--- src/rtl/pes_pkg.sv ---
package pes_pkg;
    localparam logic [3:0]  UNCORR_CODE = 4'hF;
    localparam logic [31:0] ERASED_WORD = 32'hFFFF_FFFF;
    localparam logic [7:0]  ERASED_BYTE = 8'hFF;

    typedef enum logic [1:0] {EV_IDLE, EV_SCAN, EV_WAIT} ev_state_e;
    typedef enum logic [1:0] {BW_IDLE, BW_MAIN, BW_SPARE, BW_DRAIN} bw_state_e;
endpackage

--- src/rtl/pes_sector_pick.sv ---
module pes_sector_pick #(
    parameter int MAX_SECTORS = 16,
    parameter int SEC_W       = 7
) (
    input  logic [MAX_SECTORS*8-1:0] stat_i,
    input  logic [SEC_W-1:0]         sector_i,
    output logic [3:0]               count_o
);
    localparam int SI_W = (MAX_SECTORS > 1) ? $clog2(MAX_SECTORS) : 1;

    logic [3:0] cnt_arr [MAX_SECTORS];
    logic [MAX_SECTORS-1:0] hi_par;
    logic unused_hi_nibbles;

    // Sector g: word g/4, byte lane 3 - g%4 (first sector in the top byte)
    for (genvar g = 0; g < MAX_SECTORS; g++) begin : g_lane
        localparam int LSB = (g / 4) * 32 + (3 - (g % 4)) * 8;
        assign cnt_arr[g] = stat_i[LSB +: 4];
        assign hi_par[g]  = ^stat_i[LSB + 4 +: 4];
    end
    assign unused_hi_nibbles = ^hi_par;

    always_comb begin
        if (32'(sector_i) < MAX_SECTORS) count_o = cnt_arr[sector_i[SI_W-1:0]];
        else                              count_o = '0;
    end
endmodule

--- src/rtl/pes_blank_walk.sv ---
module pes_blank_walk
    import pes_pkg::*;
#(
    parameter int PAGE_WORDS = 16,
    parameter int NUM_BUFS   = 4,
    localparam int BUF_W       = (NUM_BUFS > 1) ? $clog2(NUM_BUFS) : 1,
    localparam int RAM_WORDS   = NUM_BUFS * 2 * PAGE_WORDS,
    localparam int AW          = $clog2(RAM_WORDS),
    localparam int SPARE_BYTES = 4 * PAGE_WORDS,
    localparam int PB_W        = $clog2(SPARE_BYTES),
    localparam int PL_W        = PB_W + 1
) (
    input  logic             clk,
    input  logic             rst_n,
    input  logic             go_i,
    input  logic [BUF_W-1:0] buf_i,
    input  logic [PB_W-1:0]  pos_base_i,
    input  logic [PL_W-1:0]  pos_len_i,
    output logic             ram_rd_en_o,
    output logic [AW-1:0]    ram_addr_o,
    input  logic [31:0]      ram_rdata_i,
    output logic             done_o,
    output logic             blank_o
);
    localparam int IW = PL_W;
    localparam logic [AW-1:0] BUF_STRIDE = AW'(2 * PAGE_WORDS);
    localparam logic [AW-1:0] SPARE_OFS  = AW'(PAGE_WORDS);
    localparam logic [IW-1:0] LAST_MAIN  = IW'(PAGE_WORDS - 1);

    typedef struct packed {
        bw_state_e        st;
        logic [AW-1:0]    base;
        logic [IW-1:0]    idx;
        logic [PB_W-1:0]  pbase;
        logic [PL_W-1:0]  plen;
        logic             pend;
        logic             pend_byte;
        logic [1:0]       lane;
        logic             fail;
        logic             done;
        logic             blank;
    } bw_regs_t;

    bw_regs_t q, d;
    logic            mism, fail_now;
    logic [PL_W-1:0] pos;
    logic [4:0]      lane_sh;

    always_comb begin
        d           = q;
        d.done      = 1'b0;
        d.pend      = 1'b0;
        ram_rd_en_o = 1'b0;
        ram_addr_o  = '0;
        lane_sh     = {~q.lane, 3'b000};
        mism        = 1'b0;
        if (q.pend) begin
            if (q.pend_byte) mism = (ram_rdata_i[lane_sh +: 8] != ERASED_BYTE);
            else             mism = (ram_rdata_i != ERASED_WORD);
        end
        fail_now = q.fail | mism;
        d.fail   = fail_now;
        pos      = PL_W'(q.pbase) + q.idx;

        unique case (q.st)
            BW_IDLE: begin
                if (go_i) begin
                    d.st    = BW_MAIN;
                    d.base  = AW'(buf_i) * BUF_STRIDE;
                    d.idx   = '0;
                    d.fail  = 1'b0;
                    d.pbase = pos_base_i;
                    d.plen  = pos_len_i;
                end
            end
            BW_MAIN: begin
                ram_rd_en_o = 1'b1;
                ram_addr_o  = q.base + AW'(q.idx);
                d.pend      = 1'b1;
                d.pend_byte = 1'b0;
                if (q.idx == LAST_MAIN) begin
                    d.idx = '0;
                    d.st  = (q.plen == '0) ? BW_DRAIN : BW_SPARE;
                end else begin
                    d.idx = q.idx + 1'b1;
                end
            end
            BW_SPARE: begin
                ram_rd_en_o = 1'b1;
                ram_addr_o  = q.base + SPARE_OFS + AW'(pos >> 2);
                d.pend      = 1'b1;
                d.pend_byte = 1'b1;
                d.lane      = pos[1:0];
                if (q.idx == q.plen - 1'b1) d.st  = BW_DRAIN;
                else                        d.idx = q.idx + 1'b1;
            end
            default: begin
                d.done  = 1'b1;
                d.blank = ~fail_now;
                d.st    = BW_IDLE;
            end
        endcase
    end

    always_ff @(posedge clk or negedge rst_n) begin
        if (!rst_n) begin
            q    <= '0;
            q.st <= BW_IDLE;
        end else begin
            q <= d;
        end
    end

    assign done_o  = q.done;
    assign blank_o = q.blank;

    // every read stays inside the selected buffer (main plus spare)
    a_r7_read_in_buffer: assert property (@(posedge clk) disable iff (!rst_n)
        ram_rd_en_o |-> (({1'b0, ram_addr_o} >= {1'b0, q.base}) &&
                         ({1'b0, ram_addr_o} < ({1'b0, q.base} + (AW+1)'(2 * PAGE_WORDS)))));

    // walk completion is a single-cycle strobe
    a_r9_walk_done_pulse: assert property (@(posedge clk) disable iff (!rst_n)
        q.done |=> !q.done);
endmodule

--- src/rtl/page_ecc_verdict.sv ---
module page_ecc_verdict
    import pes_pkg::*;
#(
    parameter int PAGE_WORDS  = 16,
    parameter int NUM_BUFS    = 4,
    parameter int MAX_SECTORS = 16,
    localparam int BUF_W       = (NUM_BUFS > 1) ? $clog2(NUM_BUFS) : 1,
    localparam int SPP_W       = $clog2(MAX_SECTORS) + 1,
    localparam int SEC_W       = BUF_W + SPP_W,
    localparam int STAT_WORDS  = (MAX_SECTORS + 3) / 4,
    localparam int RAM_WORDS   = NUM_BUFS * 2 * PAGE_WORDS,
    localparam int AW          = $clog2(RAM_WORDS),
    localparam int SPARE_BYTES = 4 * PAGE_WORDS,
    localparam int PB_W        = $clog2(SPARE_BYTES),
    localparam int PL_W        = PB_W + 1,
    localparam int TOT_W       = $clog2(14 * MAX_SECTORS + 1)
) (
    input  logic                    clk,
    input  logic                    rst_n,
    input  logic                    start,
    input  logic [BUF_W-1:0]        buf_sel,
    input  logic [SPP_W-1:0]        sect_cnt,
    input  logic [PB_W-1:0]         ecc_pos_base,
    input  logic [PL_W-1:0]         ecc_pos_len,
    input  logic [STAT_WORDS*32-1:0] stat_words,
    output logic                    ram_rd_en,
    output logic [AW-1:0]           ram_addr,
    input  logic [31:0]             ram_rdata,
    output logic                    done,
    output logic                    uncorrectable,
    output logic [TOT_W-1:0]        corrected_total,
    output logic [3:0]              max_bitflips
);
    typedef struct packed {
        ev_state_e        st;
        logic [BUF_W-1:0] bsel;
        logic [SEC_W-1:0] sector;
        logic [SPP_W-1:0] left;
        logic [TOT_W-1:0] total;
        logic [3:0]       maxf;
        logic             uncorr;
        logic             done;
    } ev_regs_t;

    ev_regs_t q, d;
    logic [3:0] cnt;
    logic       walk_go, walk_done, walk_blank;

    pes_sector_pick #(
        .MAX_SECTORS (MAX_SECTORS),
        .SEC_W       (SEC_W)
    ) i_pick (
        .stat_i   (stat_words[MAX_SECTORS*8-1:0]),
        .sector_i (q.sector),
        .count_o  (cnt)
    );

    if (STAT_WORDS * 32 > MAX_SECTORS * 8) begin : g_pad
        logic unused_pad;
        assign unused_pad = ^stat_words[STAT_WORDS*32-1:MAX_SECTORS*8];
    end

    pes_blank_walk #(
        .PAGE_WORDS (PAGE_WORDS),
        .NUM_BUFS   (NUM_BUFS)
    ) i_walk (
        .clk         (clk),
        .rst_n       (rst_n),
        .go_i        (walk_go),
        .buf_i       (q.bsel),
        .pos_base_i  (ecc_pos_base),
        .pos_len_i   (ecc_pos_len),
        .ram_rd_en_o (ram_rd_en),
        .ram_addr_o  (ram_addr),
        .ram_rdata_i (ram_rdata),
        .done_o      (walk_done),
        .blank_o     (walk_blank)
    );

    always_comb begin
        d       = q;
        d.done  = 1'b0;
        walk_go = 1'b0;
        unique case (q.st)
            EV_IDLE: begin
                if (start) begin
                    d.bsel   = buf_sel;
                    d.sector = SEC_W'(buf_sel) * SEC_W'(sect_cnt);
                    d.left   = sect_cnt;
                    d.total  = '0;
                    d.maxf   = '0;
                    d.uncorr = 1'b0;
                    if (sect_cnt == '0) d.done = 1'b1;
                    else                d.st   = EV_SCAN;
                end
            end
            EV_SCAN: begin
                if (cnt == UNCORR_CODE) begin
                    walk_go = 1'b1;
                    d.st    = EV_WAIT;
                end else begin
                    d.total = q.total + TOT_W'(cnt);
                    if (cnt > q.maxf) d.maxf = cnt;
                    if (q.left == SPP_W'(1)) begin
                        d.done = 1'b1;
                        d.st   = EV_IDLE;
                    end else begin
                        d.left   = q.left - 1'b1;
                        d.sector = q.sector + 1'b1;
                    end
                end
            end
            default: begin
                if (walk_done) begin
                    d.uncorr = ~walk_blank;
                    d.done   = 1'b1;
                    d.st     = EV_IDLE;
                end
            end
        endcase
    end

    always_ff @(posedge clk or negedge rst_n) begin
        if (!rst_n) begin
            q    <= '0;
            q.st <= EV_IDLE;
        end else begin
            q <= d;
        end
    end

    assign done            = q.done;
    assign uncorrectable   = q.uncorr;
    assign corrected_total = q.total;
    assign max_bitflips    = q.maxf;

    // verdict strobe lasts one cycle
    a_r9_done_one_cycle: assert property (@(posedge clk) disable iff (!rst_n)
        done |=> !done);

    // an accepted start leaves cleared results behind
    a_r8_start_clears: assert property (@(posedge clk) disable iff (!rst_n)
        (q.st == EV_IDLE && start) |=> (corrected_total == '0 && max_bitflips == '0 && !uncorrectable));

    // once the blank walk runs, the accumulators are frozen
    a_r4_frozen_in_walk: assert property (@(posedge clk) disable iff (!rst_n)
        (q.st == EV_WAIT) |=> ($stable(corrected_total) && $stable(max_bitflips)));

    // the maximum is only ever a repairable count
    a_r3_max_repairable: assert property (@(posedge clk) disable iff (!rst_n)
        max_bitflips != UNCORR_CODE);

    // the RAM is only read while a walk runs, never while idle
    a_r10_no_read_idle: assert property (@(posedge clk) disable iff (!rst_n)
        (q.st == EV_IDLE) |-> !ram_rd_en);
endmodule

--- config.mk ---
export PLATFORM = sky130hd
export DESIGN_NAME = page_ecc_verdict
export DESIGN_NICKNAME = d
export VERILOG_FILES = /design/src/rtl/pes_pkg.sv /design/src/rtl/pes_sector_pick.sv /design/src/rtl/pes_blank_walk.sv /design/src/rtl/page_ecc_verdict.sv
export SDC_FILE = /design/constraint.sdc
export NUM_CORES = 1
export LEC_CHECK = 0
export CORE_MARGIN = 4
export CORE_UTILIZATION = 25
export DETAILED_ROUTE_END_ITERATION = 7
export PLACE_DENSITY = 0.54
export SETUP_SLACK_MARGIN = 0.4
export SLEW_MARGIN = 15
export SYNTH_ARGS = -nofsm -noshare
export SYNTH_HDL_FRONTEND = slang
export SYNTH_SLANG_ARGS = --single-unit
--- constraint.sdc ---
create_clock -name clk -period 7.59 [get_ports clk]
set_input_delay 1.518 -clock clk [delete_from_list [all_inputs] [get_ports clk]]
set_output_delay 1.518 -clock clk [all_outputs]
set_load 0.1 [all_outputs]
==> results of run 1 <==
## final timing paths
kind	end	cells past startpoint	slack (ps)	startpoint
max	ram_addr[6]	12	2010	i_walk.q[20]
min	q[26]	2	480	q[26]
max reg2reg	i_walk.q[9]	7	3760	q[19]
min reg2reg	q[26]	2	480	q[26]
max in group asynchronous	corrected_total[5]	2	5680	rst_n
min in group asynchronous	i_walk.q[16]	2	1370	rst_n
## placed cells by master (no fill, tap or decap), types with 4 or more instances in the layout
cell	n
a21o_1	7
nor2_1	36
and3_1	6
nand2_1	43
xnor2_1	14
a22oi_1	7
xor2_1	5
or3_1	4
a22o_1	4
nor3_1	11
nand3_1	8
inv_1	32
nor2b_1	11
nand2b_1	8
mux2_2	17
a21oi_1	21
mux2i_1	16
ha_1	32
nand4_1	9
clkdlybuf4s50_1	139
o21ai_0	31
clkbuf_16	9
dfrtp_1	61
a31oi_1	6
and2_1	10
mux4_2	15
## stage by stage
step	cells	area (um^2)	total power, mW	setup slack, ps	hold WS, ps
final	858	6540	2.53	2010	485
after global routing	858	6540	2.73	1720	511
after CTS	858	6540	2.56	1980	489
after detailed placement	844	6260	2.15	2340	481
after global placement	844	6260	2.10	2340	456
after floorplan	499	4740	1.80	2550	431
## cell families after synthesis
group | Yosys count
and+or+nand+nor | 161
buffers and inverters | 62
muxes | 49
adders and majority gates | 35
xor gates and xnor gates | 19
AOI/OAI and AO/OA | 112
DFF | 61
## flip-flops by register name (all words and copies together) (netlist names)
name	cells
i_walk.q	29
max_bitflips	4
done	1
q	16
i_walk.blank_o	1
corrected_total	8
uncorrectable	1
i_walk.done_o	1
## synth_stat cells (4+ instances only)
cell type / count
a21o_1: 7
a21oi_1: 21
a22o_1: 4
a22oi_1: 7
a31oi_1: 6
and2_1: 10
and3_1: 6
buf_2: 6
buf_4: 14
clkbuf_1: 10
dfrtp_1: 61
ha_1: 32
inv_1: 32
mux2_2: 17
mux2i_1: 16
mux4_2: 15
nand2_1: 43
nand2b_1: 8
nand3_1: 8
nand4_1: 9
nor2_1: 36
nor2b_1: 11
nor3_1: 11
o21ai_0: 31
or3_1: 4
xnor2_1: 14
xor2_1: 5
## metal layers
metal	track usage (%)	wire, um
met5	0	0
met4	4.27	202
met3	2.34	495
met2	22.8	6990
met1	16.1	5940
## worst register-to-register path: stages (launching register included)
cell      delay [ps]
dfrtp_1         1000
mux4_2           400
o211ai_1          80
o22ai_1          350
inv_1            250
nor4_4           370
and3_1           850
mux2_2           420
## power groups by stage
stage          combinational (mW)  sequential, mW  clock (mW)
4_1_cts                      1.53           0.623       0.406
2_1_floorplan                1.23           0.571           0
6_report                     1.52           0.620       0.397
3_5_place_dp                 1.52           0.628           0
3_3_place_gp                 1.48           0.621           0
5_1_grt                      1.67           0.645       0.420
## cell type report
class	count	share of cell area, %
multi-input combinational	376	44.6
inverter	32	1.84
tap	234	4.48
clock buffer	12	3.77
sequential	61	23.3
timing repair buffer	141	21.5
clock inverter	2	0.535
==> impl_metrics.yaml, run 1 <==
outcome:
  outcome: "completed"
clocking:
  cts.hold.buffers_added: 0
  cts_buffers: 9
  clkSlewWorstSetupHoldPaths_ps: 50
  clock_sinks: 61
  clock_path_buffers: 2
  root_buffer: "clkbuf_16"
  cts-htree-levels: 3
  cts_setup_buffers: 0
  clkLatencyLatePin_ps: 320
  cts_tree: "yes"
  ctsResizeCount: 0
power_and_ir_drop:
  ir_drop_mv: 0.123
  clkPwrFrac_pct: 15.7
  p_switching_mw: 1.22
  p_per_area_nw_per_um2: 387
  leakagePower_nw: 2.77
  power_frac_comb_pct: 59.8
  power.internal_mw: 1.32
  p_seq_share_pct: 24.5
  netSwitchingFraction_pct: 48.1
global_routing:
  overflow: 0
  grt_pass1_vias: 4381
  grt_max_degree: 62
  antenna_found_initial: 0
  grtUsageTotal_pct: 13.0
  grt_pass1_wl_um: 22400
logic_synthesis:
  synth_edf_count: 0
  yosys_warnings: 0
  muxShareOfSynthArea_pct: 14.8
  seq_area_frac_synth_pct: 32.2
  synth_top_family_by_area: "simple AND/OR/NAND/NOR gates"
  netlist_top_cells_area: "dfrtp_1 (32%), ha_1 (8.5%), mux4_2 (7.1%)"
  synth_area_um2: 4740
  netlist_instances: 499
  ys_ff_latch: 61
  synth-compound-area-share_pct: 16.1
  synthAdderAreaFrac_pct: 9.72
  syn_area_per_cell_um2: 9.49
  async_flop_share_pct: 100
  ys.flop_type: "dfrtp_1"
  synth_fp_nets: 717
  synthDominantCellAreaShare_pct: 32.2
  yosys.area_share.xor_xnor_pct: 3.51
  yosys.area_share.simple_pct: 17.5
  ys_types: 61
  synth_area_leader_cell: "dfrtp_1"
floorplanning:
  die_area_um2: 21200
  core-area_um2: 18600
  ios: 205
  die_y_um: 146
  start_util_pct: 25.4
  die_x_um: 146
  rows: 50
drt:
  drc_errors: 0
  routedWlPerCell_um: 15.9
  drtIter0Drc: 238
  routed_wl_um: 13600
  drt.antenna.violating_nets: 0
  first_pass_iters: 4
  vias: 4239
  via_per_inst: 4.94
timing:
  max_freq_mhz: 179
  fin_crit_sh_pct: 73.6
  setup_violations: 0
  fin_setup_tns_ps: 0
  finalClockSkew_ps: 7.58
  relSlewSlack_pct: 30.2
  hold_violations: 0
  rsz0062_at_grt: "no"
  tightest_slew_ps: 1040
  drv_slew: 0
  period_minus_slack_ps: 5580
final_layout:
  multiInputGateArea_um2: 2920
  area_growth_pct: 38.1
  seq_area_um2: 1530
  fin_nets: 839
  n_antenna_cell: 0
  n_fill_cell: 1893
  drive_gt1_share_pct: 9.13
  final_util_pct: 35.1
worst_setup_path:
  crit_required_ps: 6070
  slowest_stage: "clkdlybuf4s50_1"
  cp-start-kind: "register"
  critPathArrivalTime_ps: 4070
  cp_cell_sequence: "ha_1 > fa_1 > a21o_1 > a21oi_1 > o21bai_1 > a21oi_1 > xnor2_1 > ha_1 > xor2_1 > a22oi_1 > nor2b_1 > clkdlybuf4s50_1"
  cp_max_fo: 6
  worst-setup-path-type: "register to output port"
  cpLargestDelayFamily: "buffers and inverters"
  slowest_delay_ps: 1170
  end_kind: "output port"
  worst-path-buf-inv: 1
placed_design:
  globalplace.congestion: 0.814
  port_buffers: 140
  dp_hpwl_um: 10700
worst_hold_path:
  hp-class: "register to register"
run:
  maxCapViolCount: 0
(Power assumes the default switching activity.)
==> inputs of run 2 (changes only) <==
clock period = 5.2 ns   (was 7.59 ns; I/O delays follow)
==> impl_metrics.yaml, run 2 (synthesis results as in run 1) <==
final_layout:
  fin_nets: 841
  layout_commonest_cell: "clkdlybuf4s50_1"
  area_growth_pct: 38.2
  drive_gt1_share_pct: 10.2
  largest_reg_flops: 29
  final_cell_mix: "clkdlybuf4s50_1 (134), dfrtp_1 (61), nand2_1 (43), nor2_1 (36)"
  n_antenna_cell: 0
  regMostFlops: "i_walk.q"
worst_setup_path:
  cp-start-kind: "register"
  crit_required_ps: 4160
  critPathArrivalTime_ps: 3250
  end_kind: "output port"
  cp_max_fo: 6
  worst-setup-path-type: "register to output port"
timing:
  rsz0062_at_grt: "no"
  max_freq_mhz: 233
  setup_violations: 0
  drv_slew: 0
  hold_violations: 0
  whs_ps: 462
  fin_crit_sh_pct: 82.6
  finalClockSkew_ps: 9.02
  relSlewSlack_pct: 32.7
  tightest_slew_ps: 1010
  period_minus_slack_ps: 4290
  fin_setup_tns_ps: 0
power_and_ir_drop:
  netSwitchingFraction_pct: 47.9
  power_mw: 3.70
  ir_drop_mv: 0.234
  clkPwrFrac_pct: 15.7
  p_switching_mw: 1.77
  leakagePower_nw: 2.79
  power.internal_mw: 1.92
  p_seq_share_pct: 24.4
  power_frac_comb_pct: 59.8
  p_per_area_nw_per_um2: 565
drt:
  first_pass_iters: 4
  via_per_inst: 4.96
  drc_errors: 0
  wl_met3_um: 543
  top_layer: "met4"
  wl_met1_um: 5980
  routedWlPerCell_um: 15.7
  drtIter0Drc: 288
  drt.antenna.violating_nets: 0
  routed_wl_um: 13500
  wl_met2_um: 6810
  vias: 4264
placed_design:
  dp_hpwl_um: 10500
  globalplace.congestion: 0.812
  port_buffers: 140
clocking:
  ctsResizeCount: 0
  root_buffer: "clkbuf_16"
  cts_tree: "yes"
  cts-htree-levels: 3
  clkSlewWorstSetupHoldPaths_ps: 50
  clkLatencyLatePin_ps: 330
  clock_sinks: 61
  cts_setup_buffers: 0
  clock_path_buffers: 2
  cts.hold.buffers_added: 0
  cts_buffers: 9
global_routing:
  grt_pass1_vias: 4386
  overflow: 0
  grt_pass1_wl_um: 22300
  antenna_found_initial: 0
  grtUsageTotal_pct: 12.8
  grt_max_degree: 62
worst_hold_path:
  hp-class: "register to register"
floorplanning:
  die_area_um2: 21200
  ios: 205
  die_y_um: 146
  rows: 50
  start_util_pct: 25.4
  core-area_um2: 18600
  die_x_um: 146
run:
  maxCapViolCount: 0
outcome:
  outcome: "completed"
-- run 2: cell types whose count changed in the layout (fill, tap and decap cells not counted), sizes merged --
| cell | change |
|---|---|
| buf | +7 |
| clkdlybuf4s50 | -5 |
-- run 2: power by group through the flow --
stage / Sequential [mW] / Combinational, mW / Clock (mW)
after detailed placement: 0.915 / 2.21 / 0
after CTS: 0.908 / 2.23 / 0.593
after global routing: 0.943 / 2.44 / 0.617
final: 0.902 / 2.21 / 0.582
after global placement: 0.907 / 2.16 / 0
after floorplan: 0.834 / 1.79 / 0
-- run 2: through the flow --
| step | worst slack [ps] | utilization (%) | cell area [um^2] | cells |
|---|---|---|---|---|
| after floorplan | 634 | - | 4740 | 499 |
| after global placement | 1020 | 33.6 | 6260 | 846 |
| after detailed placement | 1030 | 33.6 | 6260 | 846 |
| after CTS | 871 | 35.1 | 6550 | 860 |
| after global routing | 632 | 35.1 | 6550 | 860 |
| final | 906 | 35.1 | 6550 | 860 |
-- run 2: area by class of cell --
cell class                 instances  area (um^2)
timing repair buffer             143         1410
inverter                          32          120
clock buffer                      12          246
multi-input combinational        376         2920
fill                            1872        12100
clock inverter                     2         35.0
sequential                        61         1530
tap                              234          293
-- run 2: critical path, cell delays in order (launching register included) --
cell and delay (ps):
dfrtp_1 460, ha_1 250, fa_1 400, a21o_1 190, a21oi_1 210, o21bai_1 100, a21oi_1 190, xnor2_1 160
ha_1 200, xor2_1 140, a22oi_1 80, nor2b_1 210, buf_4 330
-- run 2: per-layer routing --
metal / vias up / global-route usage, %
met4: 0 / 3.70
met2: 103 / 21.9
met3: 13 / 2.46
met5: - / 0
met1: 2078 / 16.5
li1: 2070 / -
-- run 2: path summary, 6_finish.rpt --
path / slack [ps] / endpoint / depth (start not counted) / from
max: 910 / ram_addr[6] / 12 / i_walk.q[20]
min: 460 / uncorrectable / 1 / i_walk.blank_o
max reg2reg: 1450 / i_walk.q[16] / 7 / q[19]
min reg2reg: 460 / uncorrectable / 1 / i_walk.blank_o
max in group asynchronous: 3780 / corrected_total[7] / 2 / rst_n
min in group asynchronous: 880 / i_walk.q[16] / 2 / rst_n
